==> config.mk <==
export PLATFORM = sky130hd
export DESIGN_NAME = i2c_rs_target
export DESIGN_NICKNAME = d
export VERILOG_FILES = /design/src/rtl/i2c_rs_pkg.sv /design/src/rtl/i2c_rs_sync.sv /design/src/rtl/i2c_rs_regs.sv /design/src/rtl/i2c_rs_link.sv /design/src/rtl/i2c_rs_target.sv
export SDC_FILE = /design/constraint.sdc
export NUM_CORES = 1
export LEC_CHECK = 0
export BUFFER_PORTS_ARGS = -buffer_cell sky130_fd_sc_hd__buf_2
export CORE_ASPECT_RATIO = 0.8
export CORE_MARGIN = 1
export CORE_UTILIZATION = 55
export DETAILED_ROUTE_END_ITERATION = 10
export PLACE_DENSITY = 0.76
export SLEW_MARGIN = 20
export SYNTH_ARGS = -nofsm -noshare
export SYNTH_HDL_FRONTEND = slang
export SYNTH_SLANG_ARGS = --single-unit
==> constraint.sdc <==
create_clock -name clk -period 4.8 [get_ports clk]
set_input_delay 1.44 -clock clk [delete_from_list [all_inputs] [get_ports clk]]
set_output_delay 1.44 -clock clk [all_outputs]
set_load 0.005 [all_outputs]
==> src/rtl/i2c_rs_pkg.sv <==
package i2c_rs_pkg;
   localparam int BYTE_W = 8;

   typedef enum logic [2:0] {
      ST_IDLE,
      ST_ADDR,
      ST_ADDR_ACK,
      ST_WR,
      ST_WR_ACK,
      ST_RD,
      ST_RD_ACK
   } link_state_t;
endpackage

==> src/rtl/i2c_rs_sync.sv <==
module i2c_rs_sync #(
   parameter int   STAGES  = 2,
   parameter logic RST_VAL = 1'b1
) (
   input  logic clk,
   input  logic rst_n,
   input  logic d_i,
   output logic level_o,
   output logic rise_o,
   output logic fall_o
);
   logic [STAGES-1:0] pipe;
   logic              last;

   generate
      if (STAGES < 2) begin : g_bad_stages
         $error("i2c_rs_sync: STAGES must be at least 2");
      end
   endgenerate

   always_ff @(posedge clk or negedge rst_n) begin
      if (!rst_n) begin
         pipe <= {STAGES{RST_VAL}};
         last <= RST_VAL;
      end else begin
         pipe <= {pipe[STAGES-2:0], d_i};
         last <= pipe[STAGES-1];
      end
   end

   assign level_o = pipe[STAGES-1];
   assign rise_o  = pipe[STAGES-1] & ~last;
   assign fall_o  = ~pipe[STAGES-1] & last;
endmodule

==> src/rtl/i2c_rs_regs.sv <==
module i2c_rs_regs #(
   parameter int                     NREG      = 4,
   parameter int                     SEL_W     = 3,
   parameter int                     FIELD_W   = 5,
   parameter int                     BASE_CODE = 4,
   parameter int                     STAT_W    = 7,
   parameter logic [NREG*FIELD_W-1:0] RO_MASK  = {5'b11000, 5'b10000, 5'b11000, 5'b11000},
   localparam int                    PTR_W     = $clog2(NREG)
) (
   input  logic                                clk,
   input  logic                                rst_n,
   input  logic                                pwr_good,
   input  logic                                wr_en,
   input  logic [i2c_rs_pkg::BYTE_W-1:0]       wr_byte,
   input  logic [PTR_W-1:0]                    rd_ptr,
   input  logic [STAT_W-1:0]                   status_i,
   output logic [NREG*FIELD_W-1:0]             ctrl_o,
   output logic [i2c_rs_pkg::BYTE_W-1:0]       rd_byte
);
   logic [FIELD_W-1:0] view_arr [NREG];

   function automatic int stat_index(input int k, input int b);
      int n = 0;
      for (int j = 0; j < NREG*FIELD_W; j++) begin
         if (RO_MASK[j] && ((j / FIELD_W < k) || ((j / FIELD_W == k) && (j % FIELD_W > b))))
            n++;
      end
      return n;
   endfunction

   generate
      if (SEL_W + FIELD_W != i2c_rs_pkg::BYTE_W) begin : g_bad_split
         $error("i2c_rs_regs: selector plus field must fill one byte");
      end
      if (BASE_CODE + NREG > (1 << SEL_W)) begin : g_bad_codes
         $error("i2c_rs_regs: register codes exceed selector range");
      end
      if ($countones(RO_MASK) != STAT_W) begin : g_bad_stat
         $error("i2c_rs_regs: STAT_W must equal the read-only bit count");
      end

      for (genvar k = 0; k < NREG; k++) begin : g_reg
         localparam logic [FIELD_W-1:0] ROM = RO_MASK[k*FIELD_W +: FIELD_W];
         logic [FIELD_W-1:0] field;
         logic               hit;

         assign hit = wr_en && (wr_byte[i2c_rs_pkg::BYTE_W-1 -: SEL_W] == SEL_W'(BASE_CODE + k));

         always_ff @(posedge clk or negedge rst_n) begin
            if (!rst_n)        field <= '0;
            else if (!pwr_good) field <= '0;
            else if (hit)      field <= wr_byte[FIELD_W-1:0] & ~ROM;
         end

         assign ctrl_o[k*FIELD_W +: FIELD_W] = field;

         for (genvar b = 0; b < FIELD_W; b++) begin : g_bit
            if (ROM[b]) begin : g_stat
               assign view_arr[k][b] = status_i[stat_index(k, b)];
            end else begin : g_ctl
               assign view_arr[k][b] = field[b];
            end
         end
      end
   endgenerate

   assign rd_byte = {SEL_W'(BASE_CODE) + SEL_W'(rd_ptr), view_arr[rd_ptr]};

   // a byte whose selector maps to no register leaves every field unchanged
   assert_unmapped_hold_R4: assert property (@(posedge clk) disable iff (!rst_n)
      (wr_en && pwr_good && ((int'(wr_byte[i2c_rs_pkg::BYTE_W-1 -: SEL_W]) < BASE_CODE) ||
                             (int'(wr_byte[i2c_rs_pkg::BYTE_W-1 -: SEL_W]) >= BASE_CODE + NREG)))
      |=> ($stable(ctrl_o) || !pwr_good));

   // a low supply-good level clears every field by the next cycle
   assert_pg_clear_R9: assert property (@(posedge clk) disable iff (!rst_n)
      !pwr_good |=> (ctrl_o == '0));
endmodule

==> src/rtl/i2c_rs_link.sv <==
module i2c_rs_link #(
   parameter logic [6:0] DEV_ADDR = 7'h08,
   parameter int         NREG     = 4,
   localparam int        PTR_W    = $clog2(NREG)
) (
   input  logic                          clk,
   input  logic                          rst_n,
   input  logic                          pwr_good,
   input  logic                          scl,
   input  logic                          scl_rise,
   input  logic                          scl_fall,
   input  logic                          sda,
   input  logic                          bus_start,
   input  logic                          bus_stop,
   input  logic [i2c_rs_pkg::BYTE_W-1:0] rd_byte,
   output logic [PTR_W-1:0]              rd_ptr,
   output logic                          wr_en,
   output logic [i2c_rs_pkg::BYTE_W-1:0] wr_byte,
   output logic                          sda_oe
);
   import i2c_rs_pkg::*;

   link_state_t       state;
   logic [BYTE_W-1:0] sh;
   logic [3:0]        cnt;
   logic              rw;
   logic              ack;

   generate
      if (NREG < 2) begin : g_bad_nreg
         $error("i2c_rs_link: NREG must be at least 2");
      end
   endgenerate

   always_ff @(posedge clk or negedge rst_n) begin
      if (!rst_n) begin
         state  <= ST_IDLE;
         sh     <= '0;
         cnt    <= '0;
         rw     <= 1'b0;
         ack    <= 1'b0;
         rd_ptr <= '0;
         wr_en  <= 1'b0;
         sda_oe <= 1'b0;
      end else if (!pwr_good) begin
         state  <= ST_IDLE;
         wr_en  <= 1'b0;
         sda_oe <= 1'b0;
      end else begin
         wr_en <= 1'b0;
         if (bus_start) begin
            state  <= ST_ADDR;
            cnt    <= '0;
            sda_oe <= 1'b0;
         end else if (bus_stop) begin
            state  <= ST_IDLE;
            sda_oe <= 1'b0;
         end else begin
            case (state)
               ST_ADDR, ST_WR: begin
                  if (scl_rise && cnt != 4'd8) begin
                     sh  <= {sh[BYTE_W-2:0], sda};
                     cnt <= cnt + 4'd1;
                  end else if (scl_fall && cnt == 4'd8) begin
                     if (state == ST_WR) begin
                        wr_en  <= 1'b1;
                        sda_oe <= 1'b1;
                        state  <= ST_WR_ACK;
                     end else if (sh[7:1] == DEV_ADDR) begin
                        rw     <= sh[0];
                        rd_ptr <= '0;
                        sda_oe <= 1'b1;
                        state  <= ST_ADDR_ACK;
                     end else begin
                        state <= ST_IDLE;
                     end
                  end
               end
               ST_ADDR_ACK: begin
                  if (scl_fall) begin
                     cnt <= '0;
                     if (rw) begin
                        sh     <= rd_byte;
                        sda_oe <= ~rd_byte[BYTE_W-1];
                        state  <= ST_RD;
                     end else begin
                        sda_oe <= 1'b0;
                        state  <= ST_WR;
                     end
                  end
               end
               ST_WR_ACK: begin
                  if (scl_fall) begin
                     sda_oe <= 1'b0;
                     cnt    <= '0;
                     state  <= ST_WR;
                  end
               end
               ST_RD: begin
                  if (scl_fall) begin
                     if (cnt == 4'd7) begin
                        sda_oe <= 1'b0;
                        state  <= ST_RD_ACK;
                     end else begin
                        sh     <= {sh[BYTE_W-2:0], 1'b0};
                        sda_oe <= ~sh[BYTE_W-2];
                        cnt    <= cnt + 4'd1;
                     end
                  end
               end
               ST_RD_ACK: begin
                  if (scl_rise) begin
                     ack <= ~sda;
                     if (!sda)
                        rd_ptr <= (rd_ptr == PTR_W'(NREG-1)) ? '0 : rd_ptr + 1'b1;
                  end else if (scl_fall) begin
                     if (ack) begin
                        sh     <= rd_byte;
                        sda_oe <= ~rd_byte[BYTE_W-1];
                        cnt    <= '0;
                        state  <= ST_RD;
                     end else begin
                        state <= ST_IDLE;
                     end
                  end
               end
               default: ;
            endcase
         end
      end
   end

   assign wr_byte = sh;

   // no pull-down while the supply is not good
   assert_pg_silent_R9: assert property (@(posedge clk) disable iff (!rst_n)
      !pwr_good |=> !sda_oe);

   // the pull-down only switches on while the bus clock is low
   assert_oe_scl_low_R11: assert property (@(posedge clk) disable iff (!rst_n)
      $rose(sda_oe) |-> !scl);

   // SDA is released while the controller answers a read byte
   assert_rd_ack_release_R8: assert property (@(posedge clk) disable iff (!rst_n)
      (state == ST_RD_ACK) |-> !sda_oe);
endmodule

==> src/rtl/i2c_rs_target.sv <==
module i2c_rs_target #(
   parameter logic [6:0]             DEV_ADDR  = 7'h08,
   parameter int                     NREG      = 4,
   parameter int                     SEL_W     = 3,
   parameter int                     FIELD_W   = 5,
   parameter int                     BASE_CODE = 4,
   parameter int                     STAT_W    = 7,
   parameter logic [NREG*FIELD_W-1:0] RO_MASK  = {5'b11000, 5'b10000, 5'b11000, 5'b11000},
   parameter int                     SYNC_STAGES = 2,
   localparam int                    PTR_W     = $clog2(NREG)
) (
   input  logic                    clk,
   input  logic                    rst_n,
   input  logic                    pwr_good,
   input  logic                    scl_i,
   input  logic                    sda_i,
   output logic                    sda_oe_o,
   input  logic [STAT_W-1:0]       status_i,
   output logic [NREG*FIELD_W-1:0] ctrl_o
);
   logic scl_lvl, scl_rise, scl_fall;
   logic sda_lvl, sda_rise, sda_fall;
   logic bus_start, bus_stop;
   logic wr_en;
   logic [i2c_rs_pkg::BYTE_W-1:0] wr_byte, rd_byte;
   logic [PTR_W-1:0] rd_ptr;

   i2c_rs_sync #(.STAGES(SYNC_STAGES), .RST_VAL(1'b1)) u_scl_sync (
      .clk(clk), .rst_n(rst_n), .d_i(scl_i),
      .level_o(scl_lvl), .rise_o(scl_rise), .fall_o(scl_fall));

   i2c_rs_sync #(.STAGES(SYNC_STAGES), .RST_VAL(1'b1)) u_sda_sync (
      .clk(clk), .rst_n(rst_n), .d_i(sda_i),
      .level_o(sda_lvl), .rise_o(sda_rise), .fall_o(sda_fall));

   assign bus_start = scl_lvl & sda_fall;
   assign bus_stop  = scl_lvl & sda_rise;

   i2c_rs_link #(.DEV_ADDR(DEV_ADDR), .NREG(NREG)) u_link (
      .clk(clk), .rst_n(rst_n), .pwr_good(pwr_good),
      .scl(scl_lvl), .scl_rise(scl_rise), .scl_fall(scl_fall), .sda(sda_lvl),
      .bus_start(bus_start), .bus_stop(bus_stop),
      .rd_byte(rd_byte), .rd_ptr(rd_ptr),
      .wr_en(wr_en), .wr_byte(wr_byte), .sda_oe(sda_oe_o));

   i2c_rs_regs #(.NREG(NREG), .SEL_W(SEL_W), .FIELD_W(FIELD_W), .BASE_CODE(BASE_CODE),
                 .STAT_W(STAT_W), .RO_MASK(RO_MASK)) u_regs (
      .clk(clk), .rst_n(rst_n), .pwr_good(pwr_good),
      .wr_en(wr_en), .wr_byte(wr_byte), .rd_ptr(rd_ptr), .status_i(status_i),
      .ctrl_o(ctrl_o), .rd_byte(rd_byte));
endmodule

After elaboration in Yosys (flattened, before gate mapping)
Cells that the tools add are included.
{"block": "totals", "reg_bits": 47, "inputBits": 12, "output_inout_bits": 21}
{"block": "op_classes", "n_addsub": 3, "order_cmp": 1, "n_eq_ne": 52, "muxes": 77, "n_bitwise": 17, "reduce_logical": 18}
{"cell": "8-bit 2-to-1 mux", "n": 8}
{"cell": "5-bit 2-to-1 mux", "n": 10}
{"cell": "3-bit 2-to-1 mux", "n": 14}
{"cell": "4-bit 2-to-1 mux", "n": 9}
{"cell": "5-bit by 4-bit inequality test with 1-bit output, second input constant", "n": 7}
{"cell": "8-bit case mux with 4 select lines", "n": 1}
{"cell": "10-bit AND reduction", "n": 3}
{"cell": "2-bit by 1-bit inequality test with 1-bit output, second input constant", "n": 13}
{"cell": "1-bit 2-to-1 mux", "n": 22}
{"cell": "3-bit == test, second input constant", "n": 7}
{"cell": "2-bit 2-to-1 mux", "n": 8}
{"cell": "4-bit case mux with 4 select lines", "n": 1}
{"cell": "3-bit case mux with 5 select lines", "n": 1}
{"cell": "2-bit inequality test, second input constant", "n": 6}
{"cell": "3-bit by 2-bit inequality test with 1-bit output, second input constant", "n": 4}
{"cell": "12-bit AND reduction", "n": 1}
{"cell": "5-bit binary-select mux with 2-bit select", "n": 1}
{"cell": "5-bit inequality test, second input constant", "n": 2}
{"cell": "1-bit inverter", "n": 10}
{"cell": "9-bit AND reduction", "n": 1}
{"cell": "8-bit by 1-bit inequality test with 1-bit output, second input constant", "n": 1}
{"cell": "8-bit AND reduction", "n": 1}
{"cell": "7-bit by 4-bit == test with 1-bit output, second input constant", "n": 1}
{"cell": "1-bit AND", "n": 6}
{"cell": "22 further kinds", "n": 30}

Logic depth before layout (Yosys ltp)
{"block": "logic_depth", "depth_word": 9, "depth_mapped": 8, "ltp_nobuf": 7}

Hierarchy
Synthesis repeated with hierarchy kept, for this count alone.
{"block": "unflattened", "cells_unflattened": 240, "hier_area_um2": 2432.3}
{"mod": "i2c_rs_link", "instances": 1, "cells_per_inst": 161, "area_each_um2": 1460.2}
{"mod": "i2c_rs_regs", "instances": 1, "cells_per_inst": 67, "area_each_um2": 772.0}
{"mod": "i2c_rs_sync", "instances": 2, "cells_per_inst": 5, "area_each_um2": 93.8}
{"mod": "i2c_rs_target", "instances": 1, "cells_per_inst": 2, "area_each_um2": 12.5}

Least setup slack after synthesis
No wires, ideal clock.
{"block": "synth_path", "path_kind": "input to register", "start": "in pwr_good", "end": "reg u_link.cnt[2]", "setup_ns": 0.126, "arrival_time_ns": 2.682, "slack_ns": 1.992, "cell_stages": 5, "path_buffers": 1, "path_cell_list": "buf_2 -> a21bo_2 -> a2111oi_4 -> a21oi_2 -> a221o_1"}
{"block": "synth_between", "elab_chain_len": 1}
{"element": "start: declaration", "line": "i2c_rs_target.sv:14", "rtl": "input logic pwr_good,"}
{"element": "10-bit AND reduction (no line)"}
{"element": "end signal: assignment", "line": "i2c_rs_link.sv:63", "rtl": "cnt <= cnt + 4'd1;"}
{"element": "end signal: assignment", "line": "i2c_rs_link.sv:107", "rtl": "cnt <= cnt + 4'd1;"}
{"element": "end: declaration", "line": "i2c_rs_link.sv:25", "rtl": "logic [3:0] cnt;"}
No other way between the ends.
A chain may end at the register's enable or synchronous reset.

Worst setup path in the final report
{"block": "layout_path", "start": "in pwr_good", "end": "reg u_link.sh[0], in the netlist u_link.wr_byte[0]"}
{"block": "layout_between", "elab_chain_len": 1}
{"element": "12-bit AND reduction (no line)"}
{"element": "end signal: assignment", "line": "i2c_rs_link.sv:62", "rtl": "sh <= {sh[BYTE_W-2:0], sda};"}
{"element": "end signal: assignment", "line": "i2c_rs_link.sv:83", "rtl": "sh <= rd_byte;"}
{"element": "end signal: assignment", "line": "i2c_rs_link.sv:105", "rtl": "sh <= {sh[BYTE_W-2:0], 1'b0};"}
{"element": "end: declaration", "line": "i2c_rs_link.sv:24", "rtl": "logic [BYTE_W-1:0] sh;"}
No other way between the ends.

==> results.toml <==
[grt]
antenna_found_initial = 0
grt_max_degree = 41
grt_pass1_wl_mm = 7.87
grt_util_all_layers = 0.245
overflow = 0
grt_pass1_vias = 1540

[timing]
setup_viol = 0
worst_pin_slew_ns = 0.854
slew_violations = 0
fin_ws_ns = 2.01
fmax_mhz = 358
hold_viol = 0
slew-limit-headroom = 0.431
fin_crit_ns = 2.79
finalCritPeriodShare = 0.582
final.setup_skew_ns = 0.00171
rsz0062_at_grt = "false"
fin_tns_setup_ns = 0

[clocking]
clk_latency_ns = 0.29
cts_buffer_depth = 2
path_clk_slew_ns = 0.07
cts-htree-levels = 2
cts-root-buf = "clkbuf_8"
cts_tree = "built"
ctsResizeCount = 0
cts.sinks = 40
numCtsBuffers = 5
holdBufCountCts = 0
post_cts_buffers = 0

[synthesis]
yosysWarnings = 0
synthDominantCellAreaShare = 0.367
synthArstFlopShare = 1.00
synth_edf_count = 0
ys_seq_area_frac = 0.435
syn-instance-count = 218
postSynthAreaPerCell_um2 = 10.6
synth_cell_types = 53
synth_ff_type = "dfrtp_1"
synth_top_cell_by_area = "dfrtp_1"
synth_seq_cells = 40
synth_area_leaders = "dfrtp_1, mux2i_1, dfstp_2"
syn-cell-area_um2 = 2320

[routing]
drc = 0
wl_per_cell_um = 15.7
drtAntennaViolNets = 0
vias = 1717
first_pass_iters = 4
dr.first_iter.drc_count = 266
wl_mm = 4.65
via_per_inst = 5.80

[place]
hpwl_mm = 3.32
io_buffers = 25
gp_congestion = 0.924
pre_cts_ws_ns = 1.70

[floorplanning]
rows = 20
pin_count = 33
die_y_um = 60.1
floorplan.die_area_um2 = 4480
fp.dieW_um = 74.6
coreArea_um2 = 3900
initial_utilization = 0.594

[power]
sw_frac_of_total = 0.285
leakage_nw = 1.12
cellPowerDensity_nw_per_um2 = 304
power_switching_uw = 220
clockPowerShare = 0.316
seq_power_share = 0.555
p_comb_frac = 0.128
ir_drop_uv = 199
internal-power_uw = 552

[worst_setup_path]
critPathArrivalTime_ns = 2.98
cp-end-kind = "register"
crit_fanout = 19
cp-start-kind = "input port"
worst-setup-path-type = "in -> reg"
required_ns = 4.98
r2r_cells = 4

[cells_and_area]
multiInputGateArea_um2 = 1200
syn2layout_area_growth_pct = 9.50
n_antenna_cell = 0
final_layout_size_suffix_gt1_frac = 0.253
fillCellCount = 323
regArea_um2 = 1010
fin_nets = 255

[run_status]
status = "finished clean"

[run]
cap_violations = 0

[hold_path]
worstHoldPathCells = 0
hp-class = "reg -> reg"
## cells in the final DEF, fill, tap and decap left out, drive strengths merged, types with 8 or more instances in the layout
cell type | Yosys | layout
clkbuf | 3 | 8
mux2i | 20 | 20
a21oi | 14 | 14
nor2b | 17 | 17
dfrtp | 34 | 34
inv | 8 | 8
nor3 | 10 | 10
nor2 | 18 | 18
buf | 14 | 26
## synth_stat cells, drive strengths merged (4+ instances only)
cell     number
dfrtp        34
mux2i        20
nor2         18
nor2b        17
a21oi        14
buf          14
nor3         10
inv           8
nand2         7
dfstp         6
mux4          5
o21ai         5
a2111oi       4
nand3         4
## path summary, 6_finish.rpt
check | slack (ns) | startpoint | endpoint
setup / recovery | 2.01 | pwr_good | u_link.wr_byte[0]
hold / removal | 0.36 | u_sda_sync.pipe[0] | u_sda_sync.pipe[1]
setup reg to reg | 2.42 | u_link.state[2] | u_link.wr_byte[0]
hold reg to reg | 0.36 | u_sda_sync.pipe[0] | u_sda_sync.pipe[1]
max in group asynchronous | 3.01 | rst_n | u_link.wr_byte[4]
min in group asynchronous | 1.25 | rst_n | u_link.cnt[1]
## worst max-delay path, cell delays in order
cell       delay (ns)
buf_2            0.27
o21ai_2          0.21
a2111oi_4        0.65
mux2_2           0.41
## metal layers
metal | share of wire | up-vias | track usage
met5 | 0 | - | 0
met4 | 0.015 | 0 | 0.0970
met3 | 0.084 | 7 | 0.0472
met2 | 0.41 | 87 | 0.315
met1 | 0.49 | 803 | 0.398
li1 | - | 820 | -
## power groups by stage
stage	sequential (mW)	clock, mW	combinational, mW
after global placement	0.433	0	0.0984
after global routing	0.436	0.265	0.115
after floorplan	0.415	0	0.0838
after CTS	0.428	0.250	0.0995
final	0.429	0.244	0.0992
after detailed placement	0.435	0	0.0988
## cell families (layout without fill, tap and decap cells)
logic type | after synthesis | count (layout) | share of synthesized area
and+or+nand+nor | 75 | 75 | 0.179
DFF | 40 | 40 | 0.435
AOI/OAI and AO/OA | 45 | 45 | 0.157
muxes | 28 | 28 | 0.150
adders and majority gates | 3 | 3 | 0.0162
other | 1 | 7 | 0.00162
xor gates and xnor gates | 1 | 1 | 0.00378
buffers and inverters | 25 | 42 | 0.0578
## cell type report
type	instances	area share
clock buffer	8	0.0394
inverter	8	0.0118
tap	55	0.0271
multi-input combinational	159	0.472
timing repair buffer	26	0.0523
sequential	40	0.397
## sequential cells by signal (all words and copies together), names as in the netlist
signal	cells
u_regs.g.field	13
u_link.wr_byte	8
u_link.cnt	4
u_link.state	3
u_link.rd_ptr	2
u_scl_sync.pipe	2
u_sda_sync.pipe	2
u_link.ack	1
u_link.rw	1
u_link.sda_oe	1
u_link.wr_en	1
u_scl_sync.last	1
u_sda_sync.last	1
## through the flow
stage	cell area (um2)	total power [mW]	util	hold WS [ns]	instances
2_1_floorplan	2340	0.498	-	0.345	224
3_3_place_gp	2440	0.532	0.624	0.347	288
3_5_place_dp	2440	0.533	0.624	0.351	288
4_1_cts	2540	0.777	0.650	0.362	296
5_1_grt	2540	0.815	0.650	0.366	296
6_report	2540	0.772	0.650	0.361	296
(Power assumes the default switching activity.)
